`config.mk`:
```
export PLATFORM = sky130hd
export DESIGN_NAME = irq_vec_ctrl
export DESIGN_NICKNAME = d
export VERILOG_FILES = /design/src/rtl/irq_ctrl_pkg.sv /design/src/rtl/irq_sense.sv /design/src/rtl/irq_prio_enc.sv /design/src/rtl/irq_vec_ctrl.sv
export SDC_FILE = /design/constraint.sdc
export NUM_CORES = 1
export LEC_CHECK = 0
export ABC_AREA = 1
export BUFFER_PORTS_ARGS = -buffer_cell sky130_fd_sc_hd__buf_4
export CORE_MARGIN = 10
export CORE_UTILIZATION = 58
export CTS_CLUSTER_SIZE = 40
export DETAILED_ROUTE_END_ITERATION = 7
export GPL_TIMING_DRIVEN = 0
export PLACE_DENSITY = 0.82
export SKIP_LAST_GASP = 1
export SLEW_MARGIN = 20
export SYNTH_ARGS = -nofsm -noshare
export SYNTH_HDL_FRONTEND = slang
export SYNTH_HIERARCHICAL = 1
export SYNTH_SLANG_ARGS = --single-unit
```
`constraint.sdc`:
```
create_clock -name clk_i -period 2.8 [get_ports clk_i]
set_input_delay 0.28 -clock clk_i [delete_from_list [all_inputs] [get_ports clk_i]]
set_output_delay 0.28 -clock clk_i [all_outputs]
set_load 0.02 [all_outputs]
```
`src/rtl/irq_ctrl_pkg.sv`:
```
package irq_ctrl_pkg;
  localparam int unsigned DATA_W   = 32;
  localparam int unsigned NUM_REGS = 8;

  // Word offsets; software depends on this order.
  typedef enum logic [2:0] {
    REG_STATUS = 3'd0,
    REG_PEND   = 3'd1,
    REG_ENABLE = 3'd2,
    REG_ACK    = 3'd3,
    REG_SET_EN = 3'd4,
    REG_CLR_EN = 3'd5,
    REG_VECTOR = 3'd6,
    REG_MASTER = 3'd7
  } reg_sel_e;
endpackage

```
`src/rtl/irq_sense.sv`:
```
module irq_sense #(
  parameter int unsigned       N_SRC     = 32,
  parameter logic [N_SRC-1:0]  EDGE_MASK = '0
) (
  input  logic             clk_i,
  input  logic             rst_ni,
  input  logic [N_SRC-1:0] src_i,
  input  logic             cap_en_i,
  output logic [N_SRC-1:0] set_o
);
  logic [N_SRC-1:0] prev_q;
  logic [N_SRC-1:0] raw;

  always_ff @(posedge clk_i or negedge rst_ni) begin
    if (!rst_ni) prev_q <= '0;
    else         prev_q <= src_i;
  end

  for (genvar g = 0; g < N_SRC; g++) begin : g_src
    if (EDGE_MASK[g]) begin : g_edge
      assign raw[g] = src_i[g] & ~prev_q[g];
    end else begin : g_level
      assign raw[g] = src_i[g];
    end
  end

  assign set_o = cap_en_i ? raw : '0;

  // An edge source cannot request in two consecutive cycles.
  p_edge_once_r8: assert property (@(posedge clk_i) disable iff (!rst_ni)
    (|(set_o & EDGE_MASK)) |=> ((set_o & EDGE_MASK & $past(set_o)) == '0));
endmodule

```
`src/rtl/irq_prio_enc.sv`:
```
module irq_prio_enc #(
  parameter int unsigned N_SRC = 32,
  localparam int unsigned IDX_W = (N_SRC > 1) ? $clog2(N_SRC) : 1
) (
  input  logic [N_SRC-1:0] req_i,
  output logic [IDX_W-1:0] idx_o,
  output logic             any_o
);
  always_comb begin
    idx_o = '0;
    any_o = |req_i;
    for (int i = N_SRC - 1; i >= 0; i--) begin
      if (req_i[i]) idx_o = IDX_W'(i);
    end
  end
endmodule

```
`src/rtl/irq_vec_ctrl.sv`:
```
module irq_vec_ctrl
  import irq_ctrl_pkg::*;
#(
  parameter int unsigned      N_SRC     = 32,
  parameter logic [N_SRC-1:0] EDGE_MASK = '0,
  parameter int unsigned      ADDR_W    = 4
) (
  input  logic              clk_i,
  input  logic              rst_ni,
  input  logic [N_SRC-1:0]  irq_src_i,
  input  logic [ADDR_W-1:0] bus_addr_i,
  input  logic              bus_wr_i,
  input  logic              bus_rd_i,
  input  logic [DATA_W-1:0] bus_wdata_i,
  output logic [DATA_W-1:0] bus_rdata_o,
  output logic              irq_o
);
  localparam int unsigned IDX_W = (N_SRC > 1) ? $clog2(N_SRC) : 1;

  logic [N_SRC-1:0]  status_q, status_d;
  logic [N_SRC-1:0]  enable_q, enable_d;
  logic [1:0]        master_q;
  logic [N_SRC-1:0]  pending;
  logic [N_SRC-1:0]  hw_set;
  logic [N_SRC-1:0]  wdata_n;
  logic [IDX_W-1:0]  vec_idx;
  logic              vec_any;
  logic [DATA_W-1:0] vec_word;
  logic [DATA_W-1:0] rdata_q, rd_mux;
  logic              in_rng;
  reg_sel_e          sel;
  logic              wr_hit;
  logic              cap_en;

  assign in_rng  = ((bus_addr_i >> 3) == '0);
  assign sel     = reg_sel_e'(bus_addr_i[2:0]);
  assign wr_hit  = bus_wr_i & in_rng;
  assign wdata_n = bus_wdata_i[N_SRC-1:0];
  assign cap_en  = master_q[1];

  irq_sense #(.N_SRC(N_SRC), .EDGE_MASK(EDGE_MASK)) u_sense (
    .clk_i    (clk_i),
    .rst_ni   (rst_ni),
    .src_i    (irq_src_i),
    .cap_en_i (cap_en),
    .set_o    (hw_set)
  );

  assign pending = status_q & enable_q;

  irq_prio_enc #(.N_SRC(N_SRC)) u_prio (
    .req_i (pending),
    .idx_o (vec_idx),
    .any_o (vec_any)
  );

  assign vec_word = vec_any ? DATA_W'(vec_idx) : '1;

  // Hardware capture is applied last so it dominates a same-cycle acknowledge.
  always_comb begin
    status_d = status_q;
    if (wr_hit && sel == REG_STATUS && !cap_en) status_d = wdata_n;
    if (wr_hit && sel == REG_ACK)               status_d = status_d & ~wdata_n;
    status_d = status_d | hw_set;
  end

  always_comb begin
    enable_d = enable_q;
    if (wr_hit) begin
      unique case (sel)
        REG_ENABLE: enable_d = wdata_n;
        REG_SET_EN: enable_d = enable_q | wdata_n;
        REG_CLR_EN: enable_d = enable_q & ~wdata_n;
        default:    enable_d = enable_q;
      endcase
    end
  end

  always_ff @(posedge clk_i or negedge rst_ni) begin
    if (!rst_ni) begin
      status_q <= '0;
      enable_q <= '0;
      master_q <= '0;
    end else begin
      status_q <= status_d;
      enable_q <= enable_d;
      if (wr_hit && sel == REG_MASTER) master_q <= bus_wdata_i[1:0];
    end
  end

  always_comb begin
    rd_mux = '0;
    if (in_rng) begin
      unique case (sel)
        REG_STATUS: rd_mux = DATA_W'(status_q);
        REG_PEND:   rd_mux = DATA_W'(pending);
        REG_ENABLE: rd_mux = DATA_W'(enable_q);
        REG_VECTOR: rd_mux = vec_word;
        REG_MASTER: rd_mux = DATA_W'(master_q);
        default:    rd_mux = '0;
      endcase
    end
  end

  always_ff @(posedge clk_i or negedge rst_ni) begin
    if (!rst_ni)       rdata_q <= '0;
    else if (bus_rd_i) rdata_q <= rd_mux;
  end

  assign bus_rdata_o = rdata_q;
  assign irq_o       = master_q[0] & vec_any;

  p_ack_clears_r3: assert property (@(posedge clk_i) disable iff (!rst_ni)
    (wr_hit && sel == REG_ACK) |=> ((status_q & $past(wdata_n) & ~$past(hw_set)) == '0));

  p_set_en_r4: assert property (@(posedge clk_i) disable iff (!rst_ni)
    (wr_hit && sel == REG_SET_EN) |=> ((enable_q & $past(wdata_n)) == $past(wdata_n)));

  p_clr_en_r4: assert property (@(posedge clk_i) disable iff (!rst_ni)
    (wr_hit && sel == REG_CLR_EN) |=> ((enable_q & $past(wdata_n)) == '0));

  p_status_locked_r6: assert property (@(posedge clk_i) disable iff (!rst_ni)
    (wr_hit && sel == REG_STATUS && cap_en) |=> (status_q == ($past(status_q) | $past(hw_set))));

  p_hw_set_wins_r11: assert property (@(posedge clk_i) disable iff (!rst_ni)
    (|hw_set) |=> ((status_q & $past(hw_set)) == $past(hw_set)));

  p_vec_lowest_r9: assert property (@(posedge clk_i) disable iff (!rst_ni)
    vec_any |-> (pending[vec_idx] &&
                 ((pending & ((N_SRC'(1) << vec_idx) - N_SRC'(1))) == '0)));

  p_vec_none_r9: assert property (@(posedge clk_i) disable iff (!rst_ni)
    (pending == '0) |-> (vec_word == '1));

  p_irq_gate_r10: assert property (@(posedge clk_i) disable iff (!rst_ni)
    irq_o |-> (master_q[0] && (status_q & enable_q) != '0));
endmodule

```
# Yosys cells after proc, flatten, opt, wreduce, memory -nomap -nowiden
# Cells that the tools add are included.
dict set report word_totals {
  out_inout_bits 33
  register_bits 98
  inputBits 72
  word_cells 68
}
dict set report classes {
  n_mux 39
  bitwise 8
  reduce_logical 10
  n_eq_ne 7
}
# op count
set ops {}
lappend ops {{32-bit 2-to-1 mux} 5}
lappend ops {{5-bit 2-to-1 mux} 32}
lappend ops {{32-bit case mux with 5 select lines} 1}
lappend ops {{32-bit bitwise AND} 3}
lappend ops {{32-bit case mux with 3 select lines} 1}
lappend ops {{32-bit OR} 2}
lappend ops {{32-bit NOT} 1}
lappend ops {{32-bit OR reduction} 1}
lappend ops {{3-bit == test (second input constant)} 4}
lappend ops {{3-bit by 2-bit == test with 1-bit output (second input constant)} 2}
lappend ops {{1-bit logical AND} 4}
lappend ops {{4-bit logical NOT} 1}
lappend ops {{3-bit by 1-bit == test with 1-bit output (second input constant)} 1}
lappend ops {{3-bit logical NOT} 1}
lappend ops {{3-bit nonzero test} 1}
lappend ops {{1-bit bitwise AND} 2}
lappend ops {{2-bit AND reduction} 1}
lappend ops {{1-bit logical NOT} 1}

# Longest topological paths before layout
dict set report logic_depth {
  depth_word 36
  ltp_mapped 39
  mapped_depth_nobuf 39
}

# Modules after synthesis
# Netlist, hierarchy kept.
# mod cells_each seq_area_each_um2 area_each_um2 instances
set modules_own_cells {}
lappend modules_own_cells {irq_vec_ctrl 792 2452.4 5701.7 1}
lappend modules_own_cells {irq_prio_enc 107 0.0 470.5 1}
lappend modules_own_cells {irq_sense 67 0.0 274.0 1}

# Worst setup path before layout
# No wires, ideal clock.
dict set report synth_path {
  path_type {register to register}
  start {reg status_q[30]}
  end {reg rdata_q[0] (netlist: bus_rdata_o[0])}
  synth_period_minus_slack_ps 2233
  t_required_ps 2684
  setup_slack_ps 567
  path_stages_with_launch 40
  setup_time_ps 116
  path_buffers 0
  t_arrival_ps 2117
  path_cell_list {dfrtp_1 > nand2_1 > inv_1 > inv_1 > nand2_1 > nand2_1 > nand2_1 > nand2_1 > nand2_1 > nand2_1 > nand2_1 > nand2_1 > nand2_1 > nand2_1 > nand2_1 > nand2_1 > nand2_1 > nand2_1 > (+4 left out) > nand2_1 > nand2_1 > nand2_1 > nand2_1 > nand2_1 > nand2_1 > nand2_1 > nand2_1 > nand2_1 > nand2_1 > nand2_1 > a21oi_2 > nor2_1 > nor2_1 > nor2_1 > nand3_1 > nand2_1 > nand2_1}
}
dict set report synth_via {
  elab_chain_cells 35
  word_cells_on_any_way 36
  cone_classes {mux: 34; bitwise: 1; reduce/logical: 1}
}
# item line_no
set synth_rtl {}
lappend synth_rtl {{start: declaration} irq_vec_ctrl.sv:20} ;# logic [N_SRC-1:0] status_q, status_d;
lappend synth_rtl {{start signal: assignment} irq_vec_ctrl.sv:85} ;# status_q <= status_d;
lappend synth_rtl {{32-bit bitwise AND} irq_vec_ctrl.sv:49} ;# assign pending = status_q & enable_q;
lappend synth_rtl {{via pending[30]} irq_vec_ctrl.sv:23} ;# logic [N_SRC-1:0] pending;
lappend synth_rtl {{5-bit 2-to-1 mux (31 in series)} irq_prio_enc.sv:13} ;# if (req_i[i]) idx_o = IDX_W'(i);
lappend synth_rtl {{via vec_idx[0]} irq_vec_ctrl.sv:26} ;# logic [IDX_W-1:0] vec_idx;
lappend synth_rtl {{32-bit 2-to-1 mux} irq_vec_ctrl.sv:57} ;# assign vec_word = vec_any ? DATA_W'(vec_idx) : '1;
lappend synth_rtl {{32-bit case mux with 5 select lines} irq_vec_ctrl.sv:94} ;# unique case (sel)
lappend synth_rtl {{32-bit 2-to-1 mux} irq_vec_ctrl.sv:93} ;# if (in_rng) begin
lappend synth_rtl {{end signal: assignment} irq_vec_ctrl.sv:107} ;# else if (bus_rd_i) rdata_q <= rd_mux;
lappend synth_rtl {{end: declaration} irq_vec_ctrl.sv:29} ;# logic [DATA_W-1:0] rdata_q, rd_mux;
# The timed path passes the listed nets, and every way through them passes these cells.
# A chain may end at the register's enable or synchronous reset.

# Final worst setup path
dict set report layout_path {
  start {reg enable_q[27]}
  end {reg rdata_q[23] (netlist: bus_rdata_o[23])}
}
dict set report layout_via {
  elab_chain_cells 5
}
# item line_no
set layout_rtl {}
lappend layout_rtl {{start: declaration} irq_vec_ctrl.sv:21} ;# logic [N_SRC-1:0] enable_q, enable_d;
lappend layout_rtl {{start signal: assignment} irq_vec_ctrl.sv:86} ;# enable_q <= enable_d;
lappend layout_rtl {{32-bit bitwise AND} irq_vec_ctrl.sv:49}
lappend layout_rtl {{via pending[27]} irq_vec_ctrl.sv:23}
lappend layout_rtl {{32-bit OR reduction} irq_prio_enc.sv:11} ;# any_o = |req_i;
lappend layout_rtl {{via vec_any} irq_vec_ctrl.sv:27} ;# logic vec_any;
lappend layout_rtl {{32-bit 2-to-1 mux} irq_vec_ctrl.sv:57}
lappend layout_rtl {{32-bit case mux with 5 select lines} irq_vec_ctrl.sv:94}
lappend layout_rtl {{32-bit 2-to-1 mux} irq_vec_ctrl.sv:93}
# The timed path passes the listed nets, and every way through them passes these cells.

==> metrics.yaml <==
cts_hold_buf: 0
place_area_sq_um: 7391
synth_fa_ha_area_frac: 0
dr.pass1.iters: 5
path_class: "reg -> reg"
fin_crit_ns: 2.753
cap_violations: 0
synth_edf_count: 0
ys_top_cells_by_count: "348 x nand2_1, 105 x inv_1, 98 x dfrtp_1"
drt-initial-drc-count: 680
syn_inst: 966
critPathSlowestCell: "dfrtp_1"
finalSetupTns_ns: 0
area_growth_pct: 18.07
synthSimpleGateAreaFrac: 0.3997
final_area_sq_um: 7611
gp_congestion: 0.9192
intPower_mw: 2.655
ys.flop_type: "dfrtp_1"
layout.nets: 1152
rows: 38
rsz0062_at_grt: "yes"
drc: 0
skew_ns: 0.009469
clock_path_buffers: 2
fin_util: 0.7021
finalSetupViolCount: 0
antenna_found_initial: 1
synth_area_sq_um: 6446
clk_pin_slew_worst_paths_ns: 0.10
cp_cell_sequence: "nand2_1 > inv_1 > nor4_1 > nand2_1 > nor3_1 > nand3_1 > inv_1 > nand4_2 > clkbuf_2 > nand4_1 > nand2_1 > nand2_1"
synth_compound_area_frac: 0.1015
dpl.hpwl_um: 14450
cts_sinks: 98
boundaryPins: 105
status: "complete, but fails checks"
hold_violations: 22
yosys-top-cells-area: "dfrtp_1 38%, nand2_1 20%, inv_1 6.1%"
wirelength_um: 19860
grt_pass1_vias: 6433
pwr-share-clk: 0.230
cp-end-kind: "flip-flop"
fp.dieArea_sq_um: 15730
synth_top_area_cell: "dfrtp_1"
violations: "negative hold slack"
grt_pass1_wl_um: 32440
num-fill-cells: 980
multi_input_area_sq_um: 3233
cts_htree_levels: 3
die_width_um: 125.4
synth_cell_types: 33
vias: 6761
grt_usage: 0.2461
ir_drop_mv: 0.3021
worstMarginPinSlew_ns: 0.9482
routedWlPerCell_um: 16.20
fp.dieH_um: 125.4
power_density_nw_per_um2: 558.2
start_util: 0.5946
relSlewSlack: 0.3679
p_leak_nw: 4.370
seqPwrFrac: 0.434
p_sw_mw: 1.594
fin_ws_ns: 0.04700
ant_nets: 0
fmax_mhz: 363.2
synth_seq_area_share: 0.3804
comb_power_share: 0.336
crit_top_cell: "nand2_1"
drt-vias-per-instance: 5.515
critPathRequiredTime_ns: 3.13
yosys.area_share.xor_xnor: 0
grt.overflow.total: 0
numCtsBuffers: 9
crit_path_max_incr_delay_ns: 0.42
synth_top_area_share: 0.3804
critPathArrivalTime_ns: 3.08
core_sq_um: 10840
hold_ws_ns: -0.06130
ff_latch_area_sq_um: 2452
yosysWarningCount: 6
grt_max_degree: 99
finalMaxSlewViolations: 0
drive_gt1_frac: 0.1641
synthesis.nets: 1038
crit_fanout: 10
cp-start-kind: "flip-flop"
place_ws_ns: 0.09995
synth_top_family_by_area: "simple AND/OR/NAND/NOR gates"
synth-seq-cells: 98
port_buffers: 102
synthMuxAreaShare: 0
insertion_delay_ns: 0.38
post-route-period-util: 0.9832
avgSynthCellArea_sq_um: 6.673
cts-root-buf: "clkbuf_8"
cts_tree: "yes"
holdCritPathClass: "in -> async"
swShare: 0.3752
async_flop_share: 1.000
yosysMostFrequentCell: "nand2_1"
==> state kept, by name (all words and copies together) (netlist names) <==
register	flops
bus_rdata_o	32
enable_q	32
master_q	2
status_q	32
==> power by group through the flow <==
stage	clock [mW]	combinational [mW]	sequential, mW
global placement	0	1.36	1.85
global route	1.04	1.61	1.87
CTS	0.978	1.40	1.83
floorplan	0	0.941	1.83
detailed placement	0	1.39	1.86
finish	0.978	1.43	1.84
==> cell type report <==
type,count,area share
diodes,1,0.0003288
plain buffers,60,0.04028
clock buffers,12,0.02038
clock inverters,4,0.006576
inverters,115,0.06033
multi-input cells,693,0.4248
flip-flops and latches,98,0.3222
well taps,140,0.02301
repair buffers,103,0.1021
==> critical path, delay by kind of cell, from the launching register on <==
kind          cells  cell delay [ns]
flops             1             0.42
buf+inv           3             0.62
simple gates      9             1.66
==> metal layers <==
metal / share of wire / global-route usage
met1: 0.42 / 0.3239
met2: 0.47 / 0.3861
met3: 0.10 / 0.06675
met4: 0.016 / 0.07453
met5: 0 / 0
==> layout by cell type (no fill, tap or decap), types with 33 or more instances in the layout <==
cell type	netlist	layout
nand2_1	348	347
buf_4	5	107
inv_1	105	104
dfrtp_1	98	98
nand3_1	69	69
nor2_1	64	64
nand4_1	58	58
o21ai_1	35	35
a21oi_1	34	34
o21bai_1	33	33
==> cell families (layout without fill, tap and decap cells) <==
kind of cell / Yosys count / after routing
AOI/OAI and AO/OA: 110 / 110
and+or+nand+nor: 583 / 583
other: 0 / 1
buffers and inverters: 175 / 294
DFF: 98 / 98
==> stage by stage <==
stage | instances | hold slack, ns | total power, mW
global placement | 1208 | 0.4635 | 3.212
floorplan | 966 | -0.01559 | 2.774
global route | 1225 | 0.06521 | 4.528
CTS | 1224 | 0.03776 | 4.210
detailed placement | 1208 | 0.4441 | 3.248
finish | 1226 | -0.06130 | 4.248
==> timing repair <==
item,4_1_cts,5_1_grt
endpoints found under the setup margin,0,21
gates resized for setup,0,6
setup buffers,0,1
==> worst paths after layout <==
| kind | from | to | slack [ns] | depth (start not counted) |
|---|---|---|---|---|
| max in group asynchronous | rst_ni | status_q[6] | 2.15 | 1 |
| setup reg to reg | enable_q[27] | bus_rdata_o[23] | 0.05 | 12 |
| setup / recovery | enable_q[27] | bus_rdata_o[23] | 0.05 | 12 |
| hold / removal | rst_ni | enable_q[7] | -0.06 | 1 |
| hold reg to reg | bus_rdata_o[23] | bus_rdata_o[23] | 0.49 | 2 |
| min in group clk_i | bus_wdata_i[16] | enable_q[16] | 0.12 | 3 |
No activity file was read; power rests on OpenSTA's default activity.
